--- src/rtl/tfilt_pkg.sv ---
package tfilt_pkg;

  localparam int MODE_W = 3;
  localparam int CNT_W  = 5;
  localparam int SH_W   = 3;

  typedef enum logic [MODE_W-1:0] {
    FM_ONE   = 3'd0,
    FM_PAIR  = 3'd1,
    FM_MID2  = 3'd2,
    FM_MID4  = 3'd3,
    FM_MID8  = 3'd4,
    FM_MID16 = 3'd5,
    FM_RSV6  = 3'd6,
    FM_RSV7  = 3'd7
  } fmode_e;

  // How one set is gathered and reduced.
  typedef struct packed {
    logic [CNT_W-1:0] need;   // samples in the set
    logic             trim;   // discard max and min
    logic [SH_W-1:0]  shamt;  // log2 of the samples kept
  } plan_t;

  function automatic plan_t plan_of(input logic [MODE_W-1:0] code);
    plan_t p;
    case (fmode_e'(code))
      FM_PAIR:  p = '{need: 5'd2,  trim: 1'b0, shamt: 3'd1};
      FM_MID2:  p = '{need: 5'd4,  trim: 1'b1, shamt: 3'd1};
      FM_MID4:  p = '{need: 5'd6,  trim: 1'b1, shamt: 3'd2};
      FM_MID8:  p = '{need: 5'd10, trim: 1'b1, shamt: 3'd3};
      FM_MID16: p = '{need: 5'd18, trim: 1'b1, shamt: 3'd4};
      default:  p = '{need: 5'd1,  trim: 1'b0, shamt: 3'd0};
    endcase
    return p;
  endfunction

endpackage

--- src/rtl/tfilt_mode_sel.sv ---
module tfilt_mode_sel
  import tfilt_pkg::*;
#(
  parameter int NUM_PTS = 4,
  localparam int PT_W   = (NUM_PTS > 1) ? $clog2(NUM_PTS) : 1,
  localparam int CTRL_W = NUM_PTS * MODE_W
) (
  input  logic [CTRL_W-1:0] ctrl_word,
  input  logic [PT_W-1:0]   pt_sel,
  output plan_t             plan
);

  logic [MODE_W-1:0] field [NUM_PTS];

  for (genvar p = 0; p < NUM_PTS; p++) begin : g_field
    assign field[p] = ctrl_word[p*MODE_W +: MODE_W];
  end

  assign plan = plan_of(field[pt_sel]);

endmodule

--- src/rtl/tfilt_accum.sv ---
module tfilt_accum
  import tfilt_pkg::*;
#(
  parameter int SMP_W = 16,
  parameter int SUM_W = SMP_W + 5
) (
  input  logic             clk,
  input  logic             rst_n,
  input  logic             smp_valid,
  input  logic [SMP_W-1:0] smp_data,
  input  plan_t            plan_new,
  output logic             busy,
  output logic             fin,
  output logic [SUM_W-1:0] fin_sum,
  output logic [SMP_W-1:0] fin_hi,
  output logic [SMP_W-1:0] fin_lo,
  output logic             fin_trim,
  output logic [SH_W-1:0]  fin_shamt
);

  logic [CNT_W-1:0] cnt_q, cnt_d;
  plan_t            held_q, held_d;
  logic [SUM_W-1:0] sum_q, sum_d;
  logic [SMP_W-1:0] hi_q, hi_d, lo_q, lo_d;
  logic             first, last;
  logic [CNT_W-1:0] cnt_inc;
  logic [SUM_W-1:0] smp_ext;

  always_comb begin
    first   = (cnt_q == '0);
    held_d  = first ? plan_new : held_q;
    cnt_inc = cnt_q + 1'b1;
    smp_ext = {{(SUM_W-SMP_W){1'b0}}, smp_data};
    sum_d   = first ? smp_ext : sum_q + smp_ext;
    hi_d    = (first || smp_data > hi_q) ? smp_data : hi_q;
    lo_d    = (first || smp_data < lo_q) ? smp_data : lo_q;
    last    = smp_valid && (cnt_inc == held_d.need);
    cnt_d   = last ? '0 : cnt_inc;
  end

  always_ff @(posedge clk or negedge rst_n) begin
    if (!rst_n) begin
      cnt_q  <= '0;
      held_q <= '0;
      sum_q  <= '0;
      hi_q   <= '0;
      lo_q   <= '0;
    end else if (smp_valid) begin
      cnt_q  <= cnt_d;
      held_q <= held_d;
      sum_q  <= sum_d;
      hi_q   <= hi_d;
      lo_q   <= lo_d;
    end
  end

  assign busy      = (cnt_q != '0);
  assign fin       = last;
  assign fin_sum   = sum_d;
  assign fin_hi    = hi_d;
  assign fin_lo    = lo_d;
  assign fin_trim  = held_d.trim;
  assign fin_shamt = held_d.shamt;

endmodule

--- src/rtl/tfilt_result.sv ---
module tfilt_result
  import tfilt_pkg::*;
#(
  parameter int SMP_W = 16,
  parameter int SUM_W = SMP_W + 5
) (
  input  logic             clk,
  input  logic             rst_n,
  input  logic             fin,
  input  logic [SUM_W-1:0] fin_sum,
  input  logic [SMP_W-1:0] fin_hi,
  input  logic [SMP_W-1:0] fin_lo,
  input  logic             fin_trim,
  input  logic [SH_W-1:0]  fin_shamt,
  output logic             out_valid,
  output logic [SMP_W-1:0] out_data
);

  logic [SUM_W-1:0] extremes, kept;
  logic [SMP_W-1:0] data_d;

  always_comb begin
    extremes = fin_trim ? ({{(SUM_W-SMP_W){1'b0}}, fin_hi} +
                           {{(SUM_W-SMP_W){1'b0}}, fin_lo}) : '0;
    kept     = fin_sum - extremes;
    data_d   = fin ? SMP_W'(kept >> fin_shamt) : out_data;
  end

  always_ff @(posedge clk or negedge rst_n) begin
    if (!rst_n) begin
      out_valid <= 1'b0;
      out_data  <= '0;
    end else begin
      out_valid <= fin;
      out_data  <= data_d;
    end
  end

endmodule

--- src/rtl/trim_mean_filter.sv ---
module trim_mean_filter
  import tfilt_pkg::*;
#(
  parameter int SMP_W   = 16,
  parameter int NUM_PTS = 4,
  localparam int PT_W   = (NUM_PTS > 1) ? $clog2(NUM_PTS) : 1,
  localparam int CTRL_W = NUM_PTS * MODE_W,
  localparam int SUM_W  = SMP_W + CNT_W
) (
  input  logic              clk,
  input  logic              rst_n,
  input  logic              smp_valid,
  input  logic [SMP_W-1:0]  smp_data,
  input  logic [PT_W-1:0]   pt_sel,
  input  logic [CTRL_W-1:0] ctrl_word,
  output logic              out_valid,
  output logic [SMP_W-1:0]  out_data
);

  plan_t            plan_new;
  logic             busy, fin, fin_trim;
  logic [SUM_W-1:0] fin_sum;
  logic [SMP_W-1:0] fin_hi, fin_lo;
  logic [SH_W-1:0]  fin_shamt;

  tfilt_mode_sel #(.NUM_PTS(NUM_PTS)) u_sel (
    .ctrl_word (ctrl_word),
    .pt_sel    (pt_sel),
    .plan      (plan_new)
  );

  tfilt_accum #(.SMP_W(SMP_W), .SUM_W(SUM_W)) u_acc (
    .clk       (clk),
    .rst_n     (rst_n),
    .smp_valid (smp_valid),
    .smp_data  (smp_data),
    .plan_new  (plan_new),
    .busy      (busy),
    .fin       (fin),
    .fin_sum   (fin_sum),
    .fin_hi    (fin_hi),
    .fin_lo    (fin_lo),
    .fin_trim  (fin_trim),
    .fin_shamt (fin_shamt)
  );

  tfilt_result #(.SMP_W(SMP_W), .SUM_W(SUM_W)) u_res (
    .clk       (clk),
    .rst_n     (rst_n),
    .fin       (fin),
    .fin_sum   (fin_sum),
    .fin_hi    (fin_hi),
    .fin_lo    (fin_lo),
    .fin_trim  (fin_trim),
    .fin_shamt (fin_shamt),
    .out_valid (out_valid),
    .out_data  (out_data)
  );

endmodule

--- config.mk ---
export PLATFORM = sky130hd
export DESIGN_NAME = trim_mean_filter
export DESIGN_NICKNAME = d
export VERILOG_FILES = /design/src/rtl/tfilt_pkg.sv /design/src/rtl/tfilt_mode_sel.sv /design/src/rtl/tfilt_accum.sv /design/src/rtl/tfilt_result.sv /design/src/rtl/trim_mean_filter.sv
export SDC_FILE = /design/constraint.sdc
export NUM_CORES = 1
export LEC_CHECK = 0
export BUFFER_PORTS_ARGS = -buffer_cell sky130_fd_sc_hd__buf_4
export CORE_ASPECT_RATIO = 1.1
export CORE_MARGIN = 8
export CORE_UTILIZATION = 36
export CTS_CLUSTER_DIAMETER = 150
export CTS_CLUSTER_SIZE = 8
export DETAILED_ROUTE_END_ITERATION = 16
export PLACE_DENSITY_LB_ADDON = 0.25
export SETUP_SLACK_MARGIN = 0.5
export SLEW_MARGIN = 20
export SYNTH_ARGS = -nofsm -noshare
export SYNTH_HDL_FRONTEND = slang
export SYNTH_SLANG_ARGS = --single-unit
--- constraint.sdc ---
create_clock -name clk -period 11.86 [get_ports clk]
set_clock_uncertainty 0.1 [all_clocks]
set_input_delay 2.372 -clock clk [delete_from_list [all_inputs] [get_ports clk]]
set_output_delay 2.372 -clock clk [all_outputs]
set_load 0.03 [all_outputs]
---- After elaboration in Yosys (flattened, before gate mapping) ----
Index checks and enable logic that the tools add are counted.
storage, ports and cells
  logic and storage cells ................. 38
  register bits after elaboration ......... 84
  input bits .............................. 33
  output and inout port bits .............. 17
operators by class
  add/sub/neg operators ................... 4
  bitwise gates (word level) .............. 1
  equal/unequal tests ..................... 6
  $lt $le $gt $ge ......................... 3
  multiplexer cells ....................... 10
  reductions and logical operators ........ 4
  shift operators ......................... 1
operator list
  cell                                                 number
  case mux 9 bit (5 select lines)                      1
  two-way mux 21 bit                                   2
  two-way mux 16 bit                                   2
  adder 21 x 16 -> 21 bit                              1
  >> shifter 21 x 3 -> 16 bit                          1
  subtractor 21 bit                                    1
  adder 16 x 16 -> 17 bit                              1
  greater-than comparator 16 bit                       1
  < comparator 16 bit                                  1
  two-way mux 9 bit                                    1
  binary-select mux 3 bit (select 2 bit)               1
  equality test 3 x 2 -> 1 bit, second input constant  2
  equality test 3 bit, second input constant           2
  two-way mux 3 bit                                    2
  adder 5 x 1 -> 5 bit, second input constant          1
  equality test 5 bit                                  1
  logical NOT 5 bit                                    1
  two-way mux 5 bit                                    1
  equality test 3 x 1 -> 1 bit, second input constant  1
  >= comparator 3 bit, second input constant           1
  inverter 2 -> 3 bit                                  1
  logical OR 1 bit                                     2
  logical AND 1 bit                                    1

---- Logic depth before layout (Yosys ltp) ----
Gate-level depths: netlist (run 1).
  depth in word-level cells ............... 10
  depth in mapped cells ................... 37
  mapped depth without buffers ............ 36

---- Modules after synthesis ----
Synthesis (run 1) repeated with hierarchy kept, for this count alone.
second synthesis, totals
  cells, all modules ...................... 1021
  area total of the unflattened synthesis .. 8783.4 um^2
modules (own cells, without submodules)
  module          area each (um^2)  seq. area each (um^2)  cells each  times used
  tfilt_accum     5338.9            1676.6                 585         1
  tfilt_result    3283.1            425.4                  419         1
  tfilt_mode_sel  161.4             0.0                    17          1

---- Least setup slack after synthesis (run 1) ----
No wires, ideal clock.
  kind .................................... input port to flip-flop
  start ................................... input port smp_data[1]
  end ..................................... register u_res.out_data[15]
  data arrival time ....................... 8.449 ns
  required time ........................... 11.640 ns
  setup slack ............................. 3.192 ns
  setup time .............................. 0.120 ns
  path buffers ............................ 1
  cell stages on the path ................. 35
  cell sequence ........................... ha_1 > nor2b_1 > o21a_1 > o21a_1 > o21a_1 > o21a_1 > o21a_1 > o21a_1 > o21bai_1 > a31oi_1 > buf_2 > mux2_2 > ha_1 > inv_1 > fa_1 > inv_1 > a21oi_1 > o21bai_1 > a21o_1 > a31o_2 > nand4_1 > a31o_2 > xnor2_1 > nand2_1 > ha_1 > a21oi_1 > o21ai_0 > inv_1 > nand3_1 > and3b_2 > or4_4 > mux2i_1 > o211ai_1 > a22o_1 > a31o_1
between the ends
  longest elaborated chain between the ends .. 7
  elaborated cells on any way between the ends .. 12
  those cells by class .................... add/sub: 3; order compare: 2; shift: 1; mux: 4; reduce/logical: 2
ends and longest elaborated chain
  item                            line                    text
  from (decl)                     trim_mean_filter.sv:13  input logic [SMP_W-1:0] smp_data,
  greater-than comparator 16 bit  tfilt_accum.sv:35       hi_d = (first || smp_data > hi_q) ? smp_data : hi_q;
  logical OR 1 bit                tfilt_accum.sv:35
  two-way mux 16 bit              tfilt_accum.sv:35
  named net fin_hi[0]             trim_mean_filter.sv:23  logic [SMP_W-1:0] fin_hi, fin_lo;
  adder 16 x 16 -> 17 bit         tfilt_result.sv:23      extremes = fin_trim ? ({{(SUM_W-SMP_W){1'b0}}, fin_hi} +
  two-way mux 21 bit              tfilt_result.sv:23
  subtractor 21 bit               tfilt_result.sv:25      kept = fin_sum - extremes;
  >> shifter 21 x 3 -> 16 bit     tfilt_result.sv:26      data_d = fin ? SMP_W'(kept >> fin_shamt) : out_data;
  to (signal assigned)            tfilt_result.sv:35      out_data <= data_d;
  to (decl)                       tfilt_result.sv:16      output logic [SMP_W-1:0] out_data
The timed path passes the listed nets, and every way through them passes these cells.
A chain may end at the register's enable or synchronous reset.

---- Worst setup path in the final report (run 1) ----
Same ends and word-level chain as after synthesis.

==> results.yml, run 1 <==
outcome:
  status: "completed"
die:
  initial_core_util: 0.3676
  row_count: 57
  die_h_um: 173.8
  die_area_um2: 27730
  die_w_um: 159.5
  io_pins: 50
  coreArea_um2: 22180
place:
  place_congestion: 0.7989
  port_buffers: 49
  hpwl_um: 15540
  place_inst: 1257
synthesis:
  avgSynthCellArea_um2: 8.675
  syn_inst: 940
  synthTopCellsByArea: "dfrtp_1 (26%), ha_1 (13%), mux2_2 (9.4%)"
  synth_fa_ha_area_frac: 0.1347
  synthMostInstantiatedCell: "nand2_1"
  yosys.area.top_type: "dfrtp_1"
  ys_seq_elements: 84
  synth_compound_area_frac: 0.2185
  yosysTopAreaCellShare: 0.2578
  yosys.area_share.simple: 0.1594
  muxShareOfSynthArea: 0.1329
  synth_ff_type: "dfrtp_1"
  ys_warn_count: 0
  seq_area_frac_synth: 0.2578
  syn-cell-area_um2: 8154
  synthTopCellsByCount: "nand2_1 (110), dfrtp_1 (84), ha_1 (83)"
  synth_top_family_by_area: "compound AO/OA/AOI/OAI gates"
  synth_xor_area_frac: 0.04296
  synth-edff-count: 0
  synth_fp_nets: 1059
  synthArstFlopShare: 1.000
  ys_types: 78
timing:
  tightest_slew_ns: 0.9837
  slew_headroom: 0.3421
  rsz0062_at_grt: "false"
  fmax_ghz: 0.1110
  finalMaxSlewViolations: 0
  setup_tns_ns: 0
  period_share: 0.7595
  setup_violations: 0
  post-route-min-period_ns: 9.008
  final_hold_viol_count: 0
grt:
  antenna_found_initial: 0
  gr-total-overflow: 0
  grt_pass1_wl_um: 34310
  grt_start_max_net_pins: 48
  grt_pass1_vias: 6645
  grt.total_usage: 0.1482
setup_path:
  critPathKind: "input port to flop"
  cp_slowest_cell: "or4_4"
  cp_max_fo: 17
  r2r-start: "u_acc.hi_q[1]"
  crit_required_ns: 12.00
  critPathCaptureType: "flop"
  ff2ff_setup_slack_ns: 4.60
  critPathLaunchType: "input port"
  rr_worst_depth: 35
  cp_common_cell: "o21a_1"
  cpPeakStageDelay_ns: 0.44
  path_buf_inv: 4
  worst-endpoint-arrival_ns: 9.15
  rr_endpoint: "u_res.out_data[15]"
  critPathTopFamily: "compound AO/OA/AOI/OAI gates"
cells_and_area:
  fin_nets: 1092
  diodes: 0
  drive_gt1_frac: 0.1789
  syn_to_final_growth_pct: 11.12
  finalNonFillerCells: 1273
min_path:
  hold_path_depth: 2
  hp-class: "flop to flop"
  min_to: "u_res.out_data[3]"
  hp-start: "u_res.out_data[3]"
detailed_routing:
  vias_per_cell: 5.338
  post_drt_wl_per_cell_um: 15.80
  met3_length_um: 626
  vias: 6795
  drcViolationCount: 0
  ant_nets: 0
  drt_iter0_markers: 333
  drt-total-wl_um: 20110
  drt-met1-wl_um: 10190
  drtPass1Iterations: 5
  routed.top_layer: "met4"
  wl_met2_um: 9039
clock_network:
  cts_root_buf: "clkbuf_16"
  postCtsSetupBuffers: 0
  clk_pin_slew_ns: 0.07
  cts_tree: "done"
  hold_buffers: 0
  cts-htree-levels: 3
  cts_sinks: 84
  cts-resized-gates: 0
  clock_path_buffers: 2
  cts_buffers: 9
  clock_latency_ns: 0.35
flow_run:
  maxCapViolations: 0
[kinds of logic after synthesis]
| group | Yosys count |
|---|---|
| adders and majority gates | 86 |
| buffers and inverters | 91 |
| DFF | 84 |
| and+or+nand+nor | 269 |
| muxes | 96 |
| xor gates and xnor gates | 40 |
| AOI/OAI and AO/OA | 274 |
[through the flow]
stage          area (um^2)  hold slack, ns  utilization  worst slack [ns]
2_1_floorplan         8154          0.3497            -             3.192
6_report              9061          0.3772       0.4085             2.852
4_1_cts               9061          0.3885       0.4085             2.834
3_3_place_gp          8737          0.3635       0.3939             2.571
3_5_place_dp          8737          0.3736       0.3939             2.462
5_1_grt               9061          0.4231       0.4085             2.259
[registers in the layout, summed over array words and instances (netlist names)]
| signal | count |
|---|---|
| u_acc.sum_q | 21 |
| u_acc.lo_q | 16 |
| u_res.out_data | 16 |
| u_acc.cnt_q | 5 |
| u_acc.held_q | 9 |
| u_res.out_valid | 1 |
| u_acc.hi_q | 16 |
[cells in the final DEF, fill, tap and decap left out, types with 6 or more instances in the layout]
cell,count
nand3_1,19
a21oi_1,70
inv_1,56
mux2_2,68
a21o_1,21
or3_1,9
xor2_1,16
mux2i_1,25
o21ai_0,73
nand4_1,9
a31oi_1,11
xnor2_1,24
nor3_1,14
nor2_1,52
ha_1,83
or2_2,6
dfrtp_1,84
o211ai_1,11
nand2b_1,13
o21a_1,21
buf_4,57
nand2_1,110
nor2b_1,9
clkbuf_16,9
[worst max-delay path by stage]
stage / from / depth (start not counted) / endpoint
6_report: smp_data[1] / 35 / u_res.out_data[15]
5_1_grt: smp_data[1] / 35 / u_res.out_data[15]
4_1_cts: smp_data[1] / 35 / u_res.out_data[15]
3_5_place_dp: smp_data[1] / 35 / u_res.out_data[15]
3_3_place_gp: smp_data[1] / 35 / u_res.out_data[15]
2_1_floorplan: smp_data[1] / 35 / u_res.out_data[15]
[layer usage]
layer  GRT usage  vias to the layer above
met3     0.02233                       14
li1            -                     3501
met5           0                        -
met4     0.04052                        0
met2      0.2408                       88
met1      0.2004                     3192
[layout make-up]
class                      count  area, um^2
fill                        2217       13120
multi-input combinational    765        5628
sequential                    84        2102
timing repair buffer          57       427.9
tap                          295       369.1
clock buffer                  10       229.0
inverter                      56       210.2
clock inverter                 6       95.09
[worst min-delay path: stages (launching register included)]
cell and delay [ns]:
dfrtp_1 0.34, nand2_1 0.04, o21ai_0 0.05
Power of run 1 is not shown: default switching activity piles up to over one toggle a cycle in this logic, so the estimate is an artifact.
==> run 2, diff against run 1 <==
Clock period 11.86 ns to 9 ns, I/O delays scaled along.
==> run 2 against run 1 <==
Against the previous run:
- via count up 0.22%
- largest cell class unchanged
- final area up 0.68%
- sequential share of layout area down 0.16 points
- global-route usage about the same
- die area unchanged
- utilization up 0.28 points
- count of clock-buffer cells in the layout unchanged
- final cell count about the same
- first-iteration DRC count down 0.60%
- hold slack better by 0.0020 ns
- routed wire length up 1.6%
- critical path depth down 1
==> results.yml, run 2 (synthesis gave the netlist of run 1 again) <==
cells_and_area:
  regArea_um2: 2102
  layout_commonest_cell: "nand2_1"
  nFillCells: 2246
  largest_reg_flops: 21
  syn_to_final_growth_pct: 11.88
  fin_nets: 1093
  regMostFlops: "u_acc.sum_q"
  final_cell_mix: "nand2_1 (110), dfrtp_1 (84), ha_1 (80)"
  diodes: 0
  finalNonFillerCells: 1274
  drive_gt1_frac: 0.1920
  multiInputGateArea_um2: 5693
place:
  hpwl_um: 15800
  port_buffers: 49
  dp_slack_ns: 0.3150
  place_congestion: 0.8205
  place_inst: 1258
timing:
  finalMaxSlewViolations: 0
  setup_ws_ns: 0.9408
  rsz0062_at_grt: "false"
  post-route-min-period_ns: 8.059
  tightest_slew_ns: 0.9922
  fin_hold_ws_ns: 0.3792
  slew_headroom: 0.3385
  fmax_ghz: 0.1241
  setup_violations: 0
  final_hold_viol_count: 0
  setup_tns_ns: 0
  period_share: 0.8955
grt:
  grt_start_max_net_pins: 48
  antenna_found_initial: 0
  grt.total_usage: 0.1479
  gr-total-overflow: 0
  grt_pass1_wl_um: 34110
  grt_pass1_vias: 6561
clock_network:
  clock_path_buffers: 2
  clk_pin_slew_ns: 0.07
  postCtsSetupBuffers: 0
  cts_root_buf: "clkbuf_16"
  clock_latency_ns: 0.35
  cts_buffers: 9
  cts_sinks: 84
  cts_tree: "done"
  cts-htree-levels: 3
die:
  die_w_um: 159.5
  coreArea_um2: 22180
  die_h_um: 173.8
  die_area_um2: 27730
  initial_core_util: 0.3676
  row_count: 57
  io_pins: 50
detailed_routing:
  post_drt_wl_per_cell_um: 16.04
  ant_nets: 0
  drtPass1Iterations: 5
  vias: 6810
  drcViolationCount: 0
  vias_per_cell: 5.345
  drt_iter0_markers: 331
  drt-total-wl_um: 20430
setup_path:
  worst-endpoint-arrival_ns: 8.19
  crit_required_ns: 9.13
  cpPeakStageDelay_ns: 0.42
  cp_common_cell: "o21a_1"
  cp_max_fo: 8
  critPathLaunchType: "input port"
  critPathCaptureType: "flop"
  cp_slowest_cell: "a2111oi_2"
  critPathKind: "input port to flop"
flow_run:
  maxCapViolations: 0
min_path:
  hp-class: "flop to flop"
outcome:
  status: "completed"
[run 2: cell types whose count changed in the layout (fill, tap and decap cells not counted), sizes merged]
cell / before / now
clkinv: 2 / 3
buf: 57 / 58
bufinv: 2 / 1
[run 2: worst paths after layout]
check | slack, ns | cells past startpoint | end | from
max reg2reg | 2.13 | 34 | u_res.out_data[11] | u_acc.hi_q[1]
max in group asynchronous | 6.46 | 2 | u_acc.sum_q[12] | rst_n
min reg2reg | 0.38 | 2 | u_res.out_data[3] | u_res.out_data[3]
min | 0.38 | 2 | u_res.out_data[3] | u_res.out_data[3]
max | 0.94 | 34 | u_res.out_data[11] | smp_data[1]
min in group asynchronous | 1.31 | 1 | u_res.out_data[2] | rst_n
[run 2: metal layers]
| layer | global-route usage | wire [um] | vias up |
|---|---|---|---|
| met3 | 0.02613 | 601 | 11 |
| li1 | - | - | 3481 |
| met4 | 0.03147 | 146 | 0 |
| met2 | 0.2436 | 9484 | 99 |
| met5 | 0 | 0 | - |
| met1 | 0.1982 | 10200 | 3219 |
[run 2: worst max-delay path: cells and delay by family]
family,cells,cell delay (ns)
compound gates,18,3.34
fa+ha+maj,4,1.10
simple gates,6,0.76
mux,2,0.63
xor+xnor,1,0.29
buf+inv,3,0.26
[run 2: per-stage QoR]
stage / area [um^2] / util
after detailed placement: 8756 / 0.3948
after global placement: 8745 / 0.3943
after global routing: 9123 / 0.4113
after CTS: 9065 / 0.4087
final: 9123 / 0.4113
after floorplan: 8154 / -
[run 2: timing repair]
action / 4_1_cts / 5_1_grt
endpoints found under the setup margin: 0 / 9
hold buffers: 0 / 0
resized for setup: 0 / 14
[run 2: final cells by class]
cell class | instances | share of cell area
clock buffers | 10 | 0.02620
clock inverters | 6 | 0.007681
inverters | 56 | 0.02304
multi-input cells | 765 | 0.6241
flip-flops and latches | 84 | 0.2304
well taps | 295 | 0.04046
repair buffers | 58 | 0.04814
Power of run 2 is left out for the same reason.
